**src/rtl/pwm_pkg.sv**
```systemverilog
package pwm_pkg;
   localparam int REG_CTRL   = 0;
   localparam int REG_PERIOD = 1;
   localparam int REG_WIDTH  = 2;
   localparam int REG_COUNT  = 3;

   localparam int CTRL_EN_BIT = 0;
   localparam int CTRL_IE_BIT = 1;
endpackage

```
**src/rtl/pwm_regfile.sv**
```systemverilog
module pwm_regfile
   import pwm_pkg::*;
#(
   parameter int CNT_W  = 16,
   parameter int DATA_W = 16,
   parameter int ADDR_W = 3
) (
   input  logic              clk,
   input  logic              rst_n,
   input  logic              we,
   input  logic [ADDR_W-1:0] addr,
   input  logic [DATA_W-1:0] wdata,
   input  logic              wrap,
   input  logic [CNT_W-1:0]  cnt,
   output logic              en_q,
   output logic              ie_q,
   output logic              flag_q,
   output logic [CNT_W-1:0]  per_q,
   output logic [CNT_W-1:0]  wid_q,
   output logic [DATA_W-1:0] rdata
);
   localparam int FLAG_BIT = DATA_W - 1;
   localparam int PAD      = DATA_W - CNT_W;

   logic [DATA_W-1:0] cnt_ext, per_ext, wid_ext, ctrl_word;
   logic sel_ctrl, sel_per, sel_wid, sel_cnt;

   assign sel_ctrl = (addr == ADDR_W'(REG_CTRL));
   assign sel_per  = (addr == ADDR_W'(REG_PERIOD));
   assign sel_wid  = (addr == ADDR_W'(REG_WIDTH));
   assign sel_cnt  = (addr == ADDR_W'(REG_COUNT));

   generate
      if (PAD > 0) begin : g_pad
         assign cnt_ext = {{PAD{1'b0}}, cnt};
         assign per_ext = {{PAD{1'b0}}, per_q};
         assign wid_ext = {{PAD{1'b0}}, wid_q};
      end else begin : g_nopad
         assign cnt_ext = cnt;
         assign per_ext = per_q;
         assign wid_ext = wid_q;
      end
   endgenerate

   always_comb begin
      ctrl_word = '0;
      ctrl_word[CTRL_EN_BIT] = en_q;
      ctrl_word[CTRL_IE_BIT] = ie_q;
      ctrl_word[FLAG_BIT]    = flag_q;
   end

   always_ff @(posedge clk) begin
      if (!rst_n) begin
         en_q   <= 1'b0;
         ie_q   <= 1'b0;
         flag_q <= 1'b0;
         per_q  <= '0;
         wid_q  <= '0;
      end else begin
         if (we && sel_ctrl) begin
            en_q <= wdata[CTRL_EN_BIT];
            ie_q <= wdata[CTRL_IE_BIT];
         end
         if (we && sel_per) per_q <= wdata[CNT_W-1:0];
         if (we && sel_wid) wid_q <= wdata[CNT_W-1:0];
         if (wrap)
            flag_q <= 1'b1;
         else if (we && sel_ctrl && wdata[FLAG_BIT])
            flag_q <= 1'b0;
      end
   end

   always_comb begin
      if (sel_ctrl)     rdata = ctrl_word;
      else if (sel_per) rdata = per_ext;
      else if (sel_wid) rdata = wid_ext;
      else if (sel_cnt) rdata = cnt_ext;
      else              rdata = '0;
   end
endmodule

```
**src/rtl/pwm_counter.sv**
```systemverilog
module pwm_counter #(
   parameter int CNT_W = 16
) (
   input  logic             clk,
   input  logic             rst_n,
   input  logic             en,
   input  logic             tick,
   input  logic [CNT_W-1:0] per_stage,
   input  logic [CNT_W-1:0] wid_stage,
   output logic [CNT_W-1:0] cnt_q,
   output logic [CNT_W-1:0] last_act,
   output logic [CNT_W-1:0] wid_act,
   output logic             wrap
);
   logic [CNT_W-1:0] last_stage;

   // A period value of zero wraps to all ones, giving 2**CNT_W ticks.
   assign last_stage = per_stage - 1'b1;
   assign wrap       = en && tick && (cnt_q == last_act);

   always_ff @(posedge clk) begin
      if (!rst_n) begin
         cnt_q    <= '0;
         last_act <= '1;
         wid_act  <= '0;
      end else if (!en) begin
         cnt_q    <= '0;
         last_act <= last_stage;
         wid_act  <= wid_stage;
      end else if (tick) begin
         if (wrap) begin
            cnt_q    <= '0;
            last_act <= last_stage;
            wid_act  <= wid_stage;
         end else begin
            cnt_q <= cnt_q + 1'b1;
         end
      end
   end
endmodule

```
**src/rtl/pwm_compare.sv**
```systemverilog
module pwm_compare #(
   parameter int CNT_W = 16
) (
   input  logic             en,
   input  logic [CNT_W-1:0] cnt,
   input  logic [CNT_W-1:0] wid_act,
   output logic             level
);
   assign level = en && (cnt < wid_act);
endmodule

```
**src/rtl/pwm_chan.sv**
```systemverilog
module pwm_chan #(
   parameter int CNT_W  = 16,
   parameter int DATA_W = 16,
   parameter int ADDR_W = 3
) (
   input  logic              clk,
   input  logic              rst_n,
   input  logic              tick_en,
   input  logic              bus_we,
   input  logic [ADDR_W-1:0] bus_addr,
   input  logic [DATA_W-1:0] bus_wdata,
   output logic [DATA_W-1:0] bus_rdata,
   output logic              pwm_out,
   output logic              irq
);
   generate
      if (CNT_W > DATA_W) begin : g_bad_width
         $error("pwm_chan: CNT_W must not exceed DATA_W");
      end
      if (DATA_W < 3) begin : g_bad_data
         $error("pwm_chan: DATA_W must be at least 3");
      end
      if (ADDR_W < 2) begin : g_bad_addr
         $error("pwm_chan: ADDR_W must be at least 2");
      end
   endgenerate

   logic             en_q, ie_q, flag_q, wrap;
   logic [CNT_W-1:0] per_q, wid_q, cnt_q, last_act, wid_act;

   pwm_regfile #(.CNT_W(CNT_W), .DATA_W(DATA_W), .ADDR_W(ADDR_W)) u_regs (
      .clk(clk), .rst_n(rst_n), .we(bus_we), .addr(bus_addr), .wdata(bus_wdata),
      .wrap(wrap), .cnt(cnt_q), .en_q(en_q), .ie_q(ie_q), .flag_q(flag_q),
      .per_q(per_q), .wid_q(wid_q), .rdata(bus_rdata)
   );

   pwm_counter #(.CNT_W(CNT_W)) u_cnt (
      .clk(clk), .rst_n(rst_n), .en(en_q), .tick(tick_en),
      .per_stage(per_q), .wid_stage(wid_q), .cnt_q(cnt_q),
      .last_act(last_act), .wid_act(wid_act), .wrap(wrap)
   );

   pwm_compare #(.CNT_W(CNT_W)) u_cmp (
      .en(en_q), .cnt(cnt_q), .wid_act(wid_act), .level(pwm_out)
   );

   assign irq = flag_q && ie_q;
endmodule

```
**config.mk**
```make
export PLATFORM = sky130hd
export DESIGN_NAME = pwm_chan
export DESIGN_NICKNAME = d
export VERILOG_FILES = /design/src/rtl/pwm_pkg.sv /design/src/rtl/pwm_regfile.sv /design/src/rtl/pwm_counter.sv /design/src/rtl/pwm_compare.sv /design/src/rtl/pwm_chan.sv
export SDC_FILE = /design/constraint.sdc
export NUM_CORES = 1
export LEC_CHECK = 0
export BUFFER_PORTS_ARGS = -buffer_cell sky130_fd_sc_hd__buf_2
export CORE_ASPECT_RATIO = 1.1
export CORE_MARGIN = 3
export CORE_UTILIZATION = 50
export CTS_CLUSTER_DIAMETER = 80
export DETAILED_ROUTE_END_ITERATION = 16
export PLACE_DENSITY = 0.69
export SLEW_MARGIN = 30
export SYNTH_ARGS = -nofsm -noshare
export SYNTH_HDL_FRONTEND = slang
export SYNTH_SLANG_ARGS = --single-unit
export TNS_END_PERCENT = 100
```
**constraint.sdc**
```tcl
create_clock -name clk -period 6.45 [get_ports clk]
set_input_delay 1.29 -clock clk [delete_from_list [all_inputs] [get_ports clk]]
set_output_delay 1.29 -clock clk [all_outputs]
set_load 0.02 [all_outputs]
```
==> results.py, run 1 <==
metrics = {
    "status": {
        "status": "complete, no violations",
    },
    "sta": {
        "hold_violations": 0,
        "setup_slack_ps": 2140,
        "finalWorstPathRequiredPeriod_ps": 4310,
        "fin_crit_sh": 0.668,
        "rsz0062_at_grt": "false",
        "setup_viol": 0,
        "hold_slack_ps": 462,
        "worstMarginPinSlew_ps": 959,
        "maxSlewHeadroom": 0.359,
        "finClkSkew_ps": 8.95,
        "max_clock_freq_ghz": 0.232,
        "slew_violations": 0,
        "finalSetupTns_ps": 0,
    },
    "synthesis": {
        "synth_ff_type": "dfxtp_1",
        "ys_top_cells_by_count": "nand2_1, dfxtp_1, nor2_1, a21boi_0",
        "async_flop_share": 0,
        "syn_inst": 550,
        "synth_top_area_share": 0.357,
        "avgSynthCellArea_um2": 8.46,
        "yosysTopAreaCell": "dfxtp_1",
        "ys_warn_count": 0,
        "ys_seq_area_frac": 0.357,
        "netlist_area_um2": 4650,
        "synth.most_common_cell": "nand2_1",
        "synth-edff-count": 0,
        "netlist_top_cells_area": "dfxtp_1, nand2_1, a21boi_0",
        "ys_ff_latch": 83,
        "syn-num-nets": 590,
        "synth_cell_type_count": 45,
    },
    "place": {
        "place_ws_ps": 2160,
        "gp_congestion": 0.867,
        "dp_hpwl_um": 8400,
        "place_area_um2": 4860,
        "io_buffers": 40,
        "placedCellCount": 673,
    },
    "power": {
        "total_power_mw": 1.05,
        "power_frac_clock": 0.389,
        "ir_drop_mv": 0.139,
        "switchingPower_uw": 245,
        "swShare": 0.234,
        "power_frac_seq": 0.514,
        "power.internal_uw": 800,
        "p_leak_nw": 1.83,
        "power_density_nw_per_um2": 206,
        "comb_power_share": 0.097,
    },
    "route": {
        "wl_um": 11800,
        "drtAntennaViolNets": 0,
        "route.detailed.drc": 0,
        "wl_per_cell_um": 17.2,
        "dr_total_vias": 3849,
        "drt_first_pass_iters": 5,
        "dr.first_iter.drc_count": 321,
        "vias_per_cell": 5.59,
    },
    "cells_and_area": {
        "diodes": 0,
        "final_area_um2": 5080,
        "finalCoreUtilization": 0.566,
        "nets": 610,
        "area_delta_synth_final_pct": 9.06,
        "fin_cells": 688,
        "drive_gt1_frac": 0.160,
    },
    "cts": {
        "clock_latency_ps": 350,
        "cts.sink_count": 83,
        "htreeDepth": 3,
        "cts_resized": 0,
        "clock_path_buffers": 2,
        "hold_buffers": 0,
        "path_clk_slew_ps": 70,
        "cts_tree": "built",
        "numCtsBuffers": 9,
        "cts_setup_buffers": 0,
        "root_buffer": "clkbuf_8",
    },
    "die": {
        "die-width_um": 98.0,
        "start_util": 0.519,
        "dieArea_um2": 10500,
        "io_pins": 41,
        "die_height_um": 107,
        "row_count": 36,
        "coreArea_um2": 8960,
    },
    "global_route": {
        "antenna_found_initial": 0,
        "grt_pass1_vias": 3809,
        "grt_pass1_wl_um": 19300,
        "grt_usage": 0.233,
        "grt_overflow": 0,
        "grt_max_degree": 89,
    },
    "critical_path": {
        "required_ps": 5160,
        "crit_type": "in -> out",
        "critPathSlowestCell": "nor2b_1",
        "arrival_ps": 3020,
        "path_cells": "buf_2 -> nor2b_1 -> a22oi_1 -> nor2_1 -> buf_2",
        "crit-reg2reg-launch": "u_cnt.cnt_q[0]",
        "path_common_cell": "buf_2",
        "critPathTopFamily": "simple AND/OR/NAND/NOR gates",
        "cp-end-kind": "primary output",
        "critPathLaunchType": "input pin",
        "reg2regPathDepth": 6,
        "critical_path_buf_inv_count": 2,
        "rr_endpoint": "u_cnt.last_act[3]",
        "crit_fanout": 20,
        "cpPeakStageDelay_ps": 820,
        "r2r_slack_ps": 3930,
    },
    "worst_hold_path": {
        "hold_depth": 2,
        "hp-class": "reg -> reg",
        "min_from": "u_cnt.wid_act[2]",
        "min_to": "u_cnt.wid_act[2]",
    },
    "flow_run": {
        "cap_violations": 0,
    },
}
==> metal layers <==
| layer | wire length (um) | up-vias | global-route usage |
|---|---|---|---|
| met2 | 5590 | 122 | 0.381 |
| met3 | 543 | 25 | 0.0306 |
| met4 | 435 | 0 | 0.123 |
| met5 | 0 | - | 0 |
| li1 | - | 1887 | - |
| met1 | 5250 | 1815 | 0.300 |
==> placed cells by master (no fill, tap or decap), types with 3 or more instances in the layout <==
master / count
ha_1: 17
mux2_2: 21
mux2i_1: 19
xor2_1: 22
clkbuf_1: 3
nor2b_1: 8
and3_1: 3
nand3_1: 12
nand4_1: 8
nor3_1: 9
a21oi_1: 7
inv_1: 22
nand2b_1: 19
xnor2_1: 16
clkbuf_8: 10
o21ai_0: 6
nor4_1: 6
buf_2: 40
a21o_1: 3
nor2_1: 38
or3_1: 3
a21boi_0: 33
dfxtp_1: 83
a22oi_1: 13
mux2_4: 7
nand2_1: 118
mux4_2: 3
==> state kept, by name, summed over array words and instances (netlist names) <==
name	cells
u_regs.en_q	1
u_regs.per_q	16
u_cnt.wid_act	16
u_cnt.cnt_q	16
u_cnt.last_act	16
u_regs.flag_q	1
u_regs.ie_q	1
u_regs.wid_q	16
==> worst max-delay path by stage <==
stage | slack, ps | depth (start not counted) | to | startpoint
3_3_place_gp | 2280 | 5 | bus_rdata[10] | bus_addr[1]
6_report | 2140 | 5 | bus_rdata[11] | bus_addr[1]
3_5_place_dp | 2160 | 5 | bus_rdata[11] | bus_addr[1]
2_1_floorplan | 2690 | 5 | bus_rdata[10] | bus_addr[1]
5_1_grt | 2010 | 5 | bus_rdata[9] | bus_addr[1]
4_1_cts | 2150 | 5 | bus_rdata[11] | bus_addr[1]
==> worst min-delay path, stage by stage (launching register included) <==
cell and delay [ps]:
dfxtp_1 310, nand2_1 50, mux2i_1 50
==> cell families (layout without fill, tap and decap cells) <==
family	Yosys count	after routing	share of synthesized area
xor gates and xnor gates	38	38	0.0715
and+or+nand+nor	236	236	0.236
adders and majority gates	17	17	0.0457
muxes	50	50	0.129
DFF	83	83	0.357
AOI/OAI and AO/OA	71	71	0.109
buffers and inverters	55	79	0.0521
==> final cells by class <==
class | count | area, um2
repair buffers | 42 | 215
clock buffers | 13 | 149
multi-input cells | 412 | 2770
fillers | 826 | 3890
inverters | 22 | 82.6
flip-flops and latches | 83 | 1660
well taps | 114 | 143
clock inverters | 2 | 60.1
==> power groups by stage <==
stage                     registers [mW]  clock network (mW)  logic, mW
after CTS                          0.537               0.414      0.101
after detailed placement           0.549                   0      0.101
after floorplan                    0.546                   0     0.0780
after global placement             0.549                   0     0.0978
final                              0.538               0.407      0.101
after global routing               0.539               0.436      0.112
Note: power is estimated with default switching activity, not from simulation.
==> run 2: changes to the inputs <==
- ABC_AREA: unset -> 1
- clock period: 6.45 -> 4.1 ns (I/O delays scaled with it)
==> run 2 against run 1 <==
Against the previous run:
- clock-buffer cell count down 3
- die area down 1.9%
- cell count up 21%
- critical endpoint is now pwm_out
- largest power group unchanged
==> results.py, run 2 <==
metrics = {
    "status": {
        "status": "complete, no violations",
    },
    "cts": {
        "clock_path_buffers": 2,
        "htreeDepth": 3,
        "clock_latency_ps": 360,
        "cts_resized": 0,
        "hold_buffers": 0,
        "numCtsBuffers": 9,
        "root_buffer": "clkbuf_8",
        "cts.sink_count": 83,
        "cts_setup_buffers": 0,
        "cts_tree": "built",
        "path_clk_slew_ps": 90,
    },
    "cells_and_area": {
        "nets": 758,
        "final_area_um2": 4970,
        "multi_input_area_um2": 2440,
        "area_delta_synth_final_pct": 9.11,
        "drive_gt1_frac": 0.0954,
        "diodes": 0,
        "fin_cells": 834,
        "finalCoreUtilization": 0.577,
        "fillers": 887,
        "final_cell_mix": "nand2_1, nor2_1, dfxtp_1",
        "regArea_um2": 1660,
        "final_common_cell": "nand2_1",
    },
    "route": {
        "wl_um": 13500,
        "dr_total_vias": 4596,
        "vias_per_cell": 5.51,
        "drtAntennaViolNets": 0,
        "route.detailed.drc": 0,
        "drt_first_pass_iters": 5,
        "dr.first_iter.drc_count": 257,
        "wl_per_cell_um": 16.1,
    },
    "synthesis": {
        "avgSynthCellArea_um2": 6.59,
        "yosysTopAreaCell": "dfxtp_1",
        "netlist_top_cells_area": "dfxtp_1, nand2_1, nor2_1",
        "synth.most_common_cell": "nand2_1",
        "synth_ff_type": "dfxtp_1",
        "netlist_area_um2": 4560,
        "syn_inst": 692,
        "async_flop_share": 0,
        "ys_top_cells_by_count": "nand2_1, nor2_1, dfxtp_1, inv_1, nand3_1",
        "ys_seq_area_frac": 0.365,
        "ys_warn_count": 0,
        "synth_top_area_share": 0.365,
        "syn-num-nets": 732,
        "synth-edff-count": 0,
        "synth_cell_type_count": 27,
        "ys_ff_latch": 83,
    },
    "sta": {
        "hold_slack_ps": 510,
        "finalWorstPathRequiredPeriod_ps": 3090,
        "rsz0062_at_grt": "false",
        "maxSlewHeadroom": 0.592,
        "fin_crit_sh": 0.753,
        "hold_violations": 0,
        "worstMarginPinSlew_ps": 612,
        "max_clock_freq_ghz": 0.324,
        "finalSetupTns_ps": 0,
        "setup_viol": 0,
        "finClkSkew_ps": 9.43,
        "slew_violations": 0,
    },
    "flow_run": {
        "cap_violations": 0,
    },
    "place": {
        "place_area_um2": 4790,
        "gp_congestion": 0.909,
        "dp_hpwl_um": 10100,
        "io_buffers": 40,
        "placedCellCount": 818,
    },
    "die": {
        "die_height_um": 106,
        "row_count": 35,
        "start_util": 0.528,
        "io_pins": 41,
        "die-width_um": 97.0,
        "dieArea_um2": 10300,
        "coreArea_um2": 8630,
    },
    "critical_path": {
        "critPathLaunchType": "register",
        "path_cells": "ha_1 -> o21ai_0 -> nand2_1 -> nand3_1 -> nand2_1 -> nand2_1 -> nand2_1 -> nand2_1 -> nand2_1 -> nor2_1 -> buf_2",
        "crit-reg2reg-launch": "u_cnt.cnt_q[7]",
        "critPathSlowestCell": "dfxtp_1",
        "required_ps": 3280,
        "crit_type": "reg -> out",
        "cp-end-kind": "primary output",
        "cpPeakStageDelay_ps": 560,
        "critPathTopFamily": "simple AND/OR/NAND/NOR gates",
        "path_common_cell": "nand2_1",
        "cp-startpoint": "u_cnt.cnt_q[1]",
        "critical_path_buf_inv_count": 1,
        "crit_fanout": 7,
        "arrival_ps": 2270,
    },
    "power": {
        "power_density_nw_per_um2": 338,
        "p_leak_nw": 2.22,
        "ir_drop_mv": 0.167,
    },
    "global_route": {
        "grt_pass1_vias": 4324,
        "grt_max_degree": 68,
        "antenna_found_initial": 0,
        "grt_overflow": 0,
        "grt_usage": 0.270,
        "grt_pass1_wl_um": 22000,
    },
    "worst_hold_path": {
        "hp-class": "reg -> reg",
        "min_from": "u_regs.ie_q",
    },
}
[run 2: cell types whose count changed after synthesis, moves of 21 or more]
cell,change
mux2_2,-21
nand3_1,+54
nand2_1,+44
a21oi_1,+35
inv_1,+58
nor2_1,+68
o21ai_0,+35
a21boi_0,-33
[run 2: path summary, 6_finish.rpt]
path                                  endpoint  slack [ps]  cells past startpoint
worst max register to register  u_cnt.cnt_q[2]        1730                      9
worst max-delay path                   pwm_out        1010                     11
worst min-delay path               u_regs.ie_q         510                      2
worst min register to register     u_regs.ie_q         510                      2
[run 2: area by class of cell]
class,count,area share
multi-input cells,496,0.491
flip-flops and latches,83,0.334
inverters,84,0.0634
repair buffers,44,0.0463
well taps,111,0.0279
clock buffers,10,0.0277
clock inverters,6,0.00931
[run 2: logic make-up after synthesis]
family | Yosys count | share of synthesized area
buffers and inverters | 113 | 0.0996
xor gates and xnor gates | 15 | 0.0288
AOI/OAI and AO/OA | 107 | 0.136
and+or+nand+nor | 357 | 0.324
DFF | 83 | 0.365
adders and majority gates | 17 | 0.0467
[run 2: power breakdown]
group | switching (mW) | total [mW] | internal (mW) | leakage [nW]
Combinational | 0.159 | 0.244 | 0.0850 | 1.45
Sequential | 0.0287 | 0.872 | 0.844 | 0.676
Clock | 0.325 | 0.566 | 0.241 | 0.0893
Total | 0.512 | 1.68 | 1.17 | 2.22
[run 2: tightest hold or removal path: stages (launching register included)]
cell,delay [ps]
dfxtp_1,320
inv_1,90
a21oi_1,60
[run 2: layer usage]
layer / vias up / wire [um] / global-route usage
met5: - / 0 / 0
met4: 0 / 421 / 0.110
met3: 32 / 882 / 0.0440
met2: 156 / 6200 / 0.437
met1: 2117 / 5960 / 0.357
li1: 2291 / - / -
[run 2: metrics by stage]
step	power, mW	worst slack, ps
3_3_place_gp	1.13	1180
4_1_cts	1.69	1050
6_report	1.68	1010
3_5_place_dp	1.13	1080
2_1_floorplan	1.06	1500
5_1_grt	1.77	908
==> run 3: changes to the inputs <==
- ABC_AREA: 1 -> 0
- PLACE_DENSITY: 0.69 -> 0.71
- clock period: 4.1 -> 2.75 ns (I/O delays scaled with it)
==> run 3 against run 2 <==
Against the previous run:
- clock-buffer cell count rose by 1
- non-clock buffer count up 13
- die area is 2.0% higher
- global-route usage fell by 4.4 points
- routed wire length is 12% lower
- clock power grew 62%
- first-iteration DRC count decreased by 28%
- largest cell class unchanged
==> results.py, run 3 (synthesis gave the netlist of run 1 again) <==
metrics = {
    "die": {
        "coreArea_um2": 8960,
        "start_util": 0.519,
        "die_height_um": 107,
        "row_count": 36,
        "die-width_um": 98.0,
        "io_pins": 41,
        "dieArea_um2": 10500,
    },
    "cells_and_area": {
        "final_common_cell": "nand2_1",
        "final_area_um2": 5250,
        "diodes": 0,
        "drive_gt1_frac": 0.210,
        "nets": 625,
        "finalCoreUtilization": 0.586,
        "fin_cells": 704,
        "area_delta_synth_final_pct": 12.8,
        "final_cell_mix": "nand2_1, dfxtp_1, buf_2",
    },
    "cts": {
        "clock_latency_ps": 360,
        "htreeDepth": 3,
        "clock_path_buffers": 2,
        "cts_tree": "built",
        "hold_buffers": 0,
        "root_buffer": "clkbuf_8",
        "cts.sink_count": 83,
        "numCtsBuffers": 9,
        "path_clk_slew_ps": 90,
    },
    "global_route": {
        "grt_overflow": 0,
        "grt_pass1_wl_um": 18700,
        "grt_max_degree": 31,
        "grt_usage": 0.226,
        "antenna_found_initial": 0,
        "grt_pass1_vias": 3696,
    },
    "place": {
        "gp_congestion": 0.871,
        "place_area_um2": 4980,
        "dp_hpwl_um": 8490,
        "placedCellCount": 687,
        "place_ws_ps": 263,
        "io_buffers": 40,
    },
    "route": {
        "dr_total_vias": 3910,
        "wl_um": 11800,
        "route.detailed.drc": 0,
        "drt_first_pass_iters": 5,
        "wl_per_cell_um": 16.8,
        "dr.first_iter.drc_count": 186,
        "vias_per_cell": 5.55,
        "drtAntennaViolNets": 0,
    },
    "critical_path": {
        "crit-reg2reg-launch": "u_cnt.cnt_q[13]",
        "critPathSlowestCell": "a2111oi_2",
        "cpPeakStageDelay_ps": 370,
        "crit_type": "reg -> out",
        "path_cells": "inv_2 -> ha_4 -> a21o_1 -> a21oi_2 -> o2111a_1 -> o31ai_2 -> a2111oi_2 -> buf_2",
        "cp-startpoint": "u_cnt.wid_act[10]",
        "cp-end-kind": "primary output",
        "arrival_ps": 2130,
        "crit_fanout": 2,
        "critPathLaunchType": "register",
        "required_ps": 2200,
    },
    "sta": {
        "max_clock_freq_ghz": 0.373,
        "worstMarginPinSlew_ps": 736,
        "finClkSkew_ps": 9.69,
        "hold_slack_ps": 442,
        "maxSlewHeadroom": 0.508,
        "finalWorstPathRequiredPeriod_ps": 2680,
        "hold_violations": 0,
        "rsz0062_at_grt": "true",
        "finalSetupTns_ps": 0,
        "setup_viol": 0,
        "setup_slack_ps": 67.8,
        "slew_violations": 0,
        "fin_crit_sh": 0.975,
    },
    "power": {
        "power_density_nw_per_um2": 462,
        "total_power_mw": 2.43,
        "ir_drop_mv": 0.273,
        "p_leak_nw": 1.91,
    },
    "status": {
        "status": "complete, no violations",
    },
    "worst_hold_path": {
        "hp-class": "in -> reg",
        "min_from": "bus_wdata[5]",
    },
    "flow_run": {
        "cap_violations": 0,
    },
}
==> run 3: cell count changes in the layout (fill, tap and decap cells not counted), sizes merged, moves of 35 or more <==
cell	previous run	this run
nor2	106	38
inv	84	22
nand3	67	12
nand2	163	118
a21oi	46	7
o21ai	41	6
==> run 3: critical path: cells and delay by family, from the launching register on <==
kind	cells	cell delay [ps]
compound gates	5	960
fa+ha+maj	1	210
buf+inv	2	270
flops	1	340
==> run 3: final timing paths <==
check / endpoint / slack [ps] / cells after the start
worst min-delay path: u_regs.wid_q[5] / 440 / 3
worst max-delay path: pwm_out / 70 / 8
worst max register to register: u_cnt.last_act[2] / 420 / 6
worst min register to register: u_cnt.wid_act[11] / 470 / 2
==> run 3: report_power, final <==
| part | total (mW) | switching [mW] | internal [mW] |
|---|---|---|---|
| clock network | 0.919 | 0.449 | 0.470 |
| logic | 0.246 | 0.130 | 0.116 |
| registers | 1.26 | 0.0274 | 1.23 |
==> run 3: metal layers <==
| metal | GRT usage | part of all wire | vias to the layer above | wire length, um |
|---|---|---|---|---|
| met5 | 0 | 0 | - | 0 |
| met4 | 0.0821 | 0.031 | 0 | 366 |
| met3 | 0.0423 | 0.061 | 28 | 728 |
| met2 | 0.379 | 0.48 | 131 | 5630 |
| met1 | 0.288 | 0.43 | 1833 | 5110 |
| li1 | - | - | 1918 | - |
==> run 3: cell type report <==
type                       count  area, um2
fill                         776       3710
clock inverter                 5       61.3
timing repair buffer          57        340
sequential                    83       1670
clock buffer                  11        151
inverter                      22       82.6
tap                          114        143
multi-input combinational    412       2800
==> run 3: what timing repair did <==
item                       CTS  global route
buffers inserted             1             0
pin swaps                    4             4
gates resized for setup      5            10
setup endpoints to repair    1             1
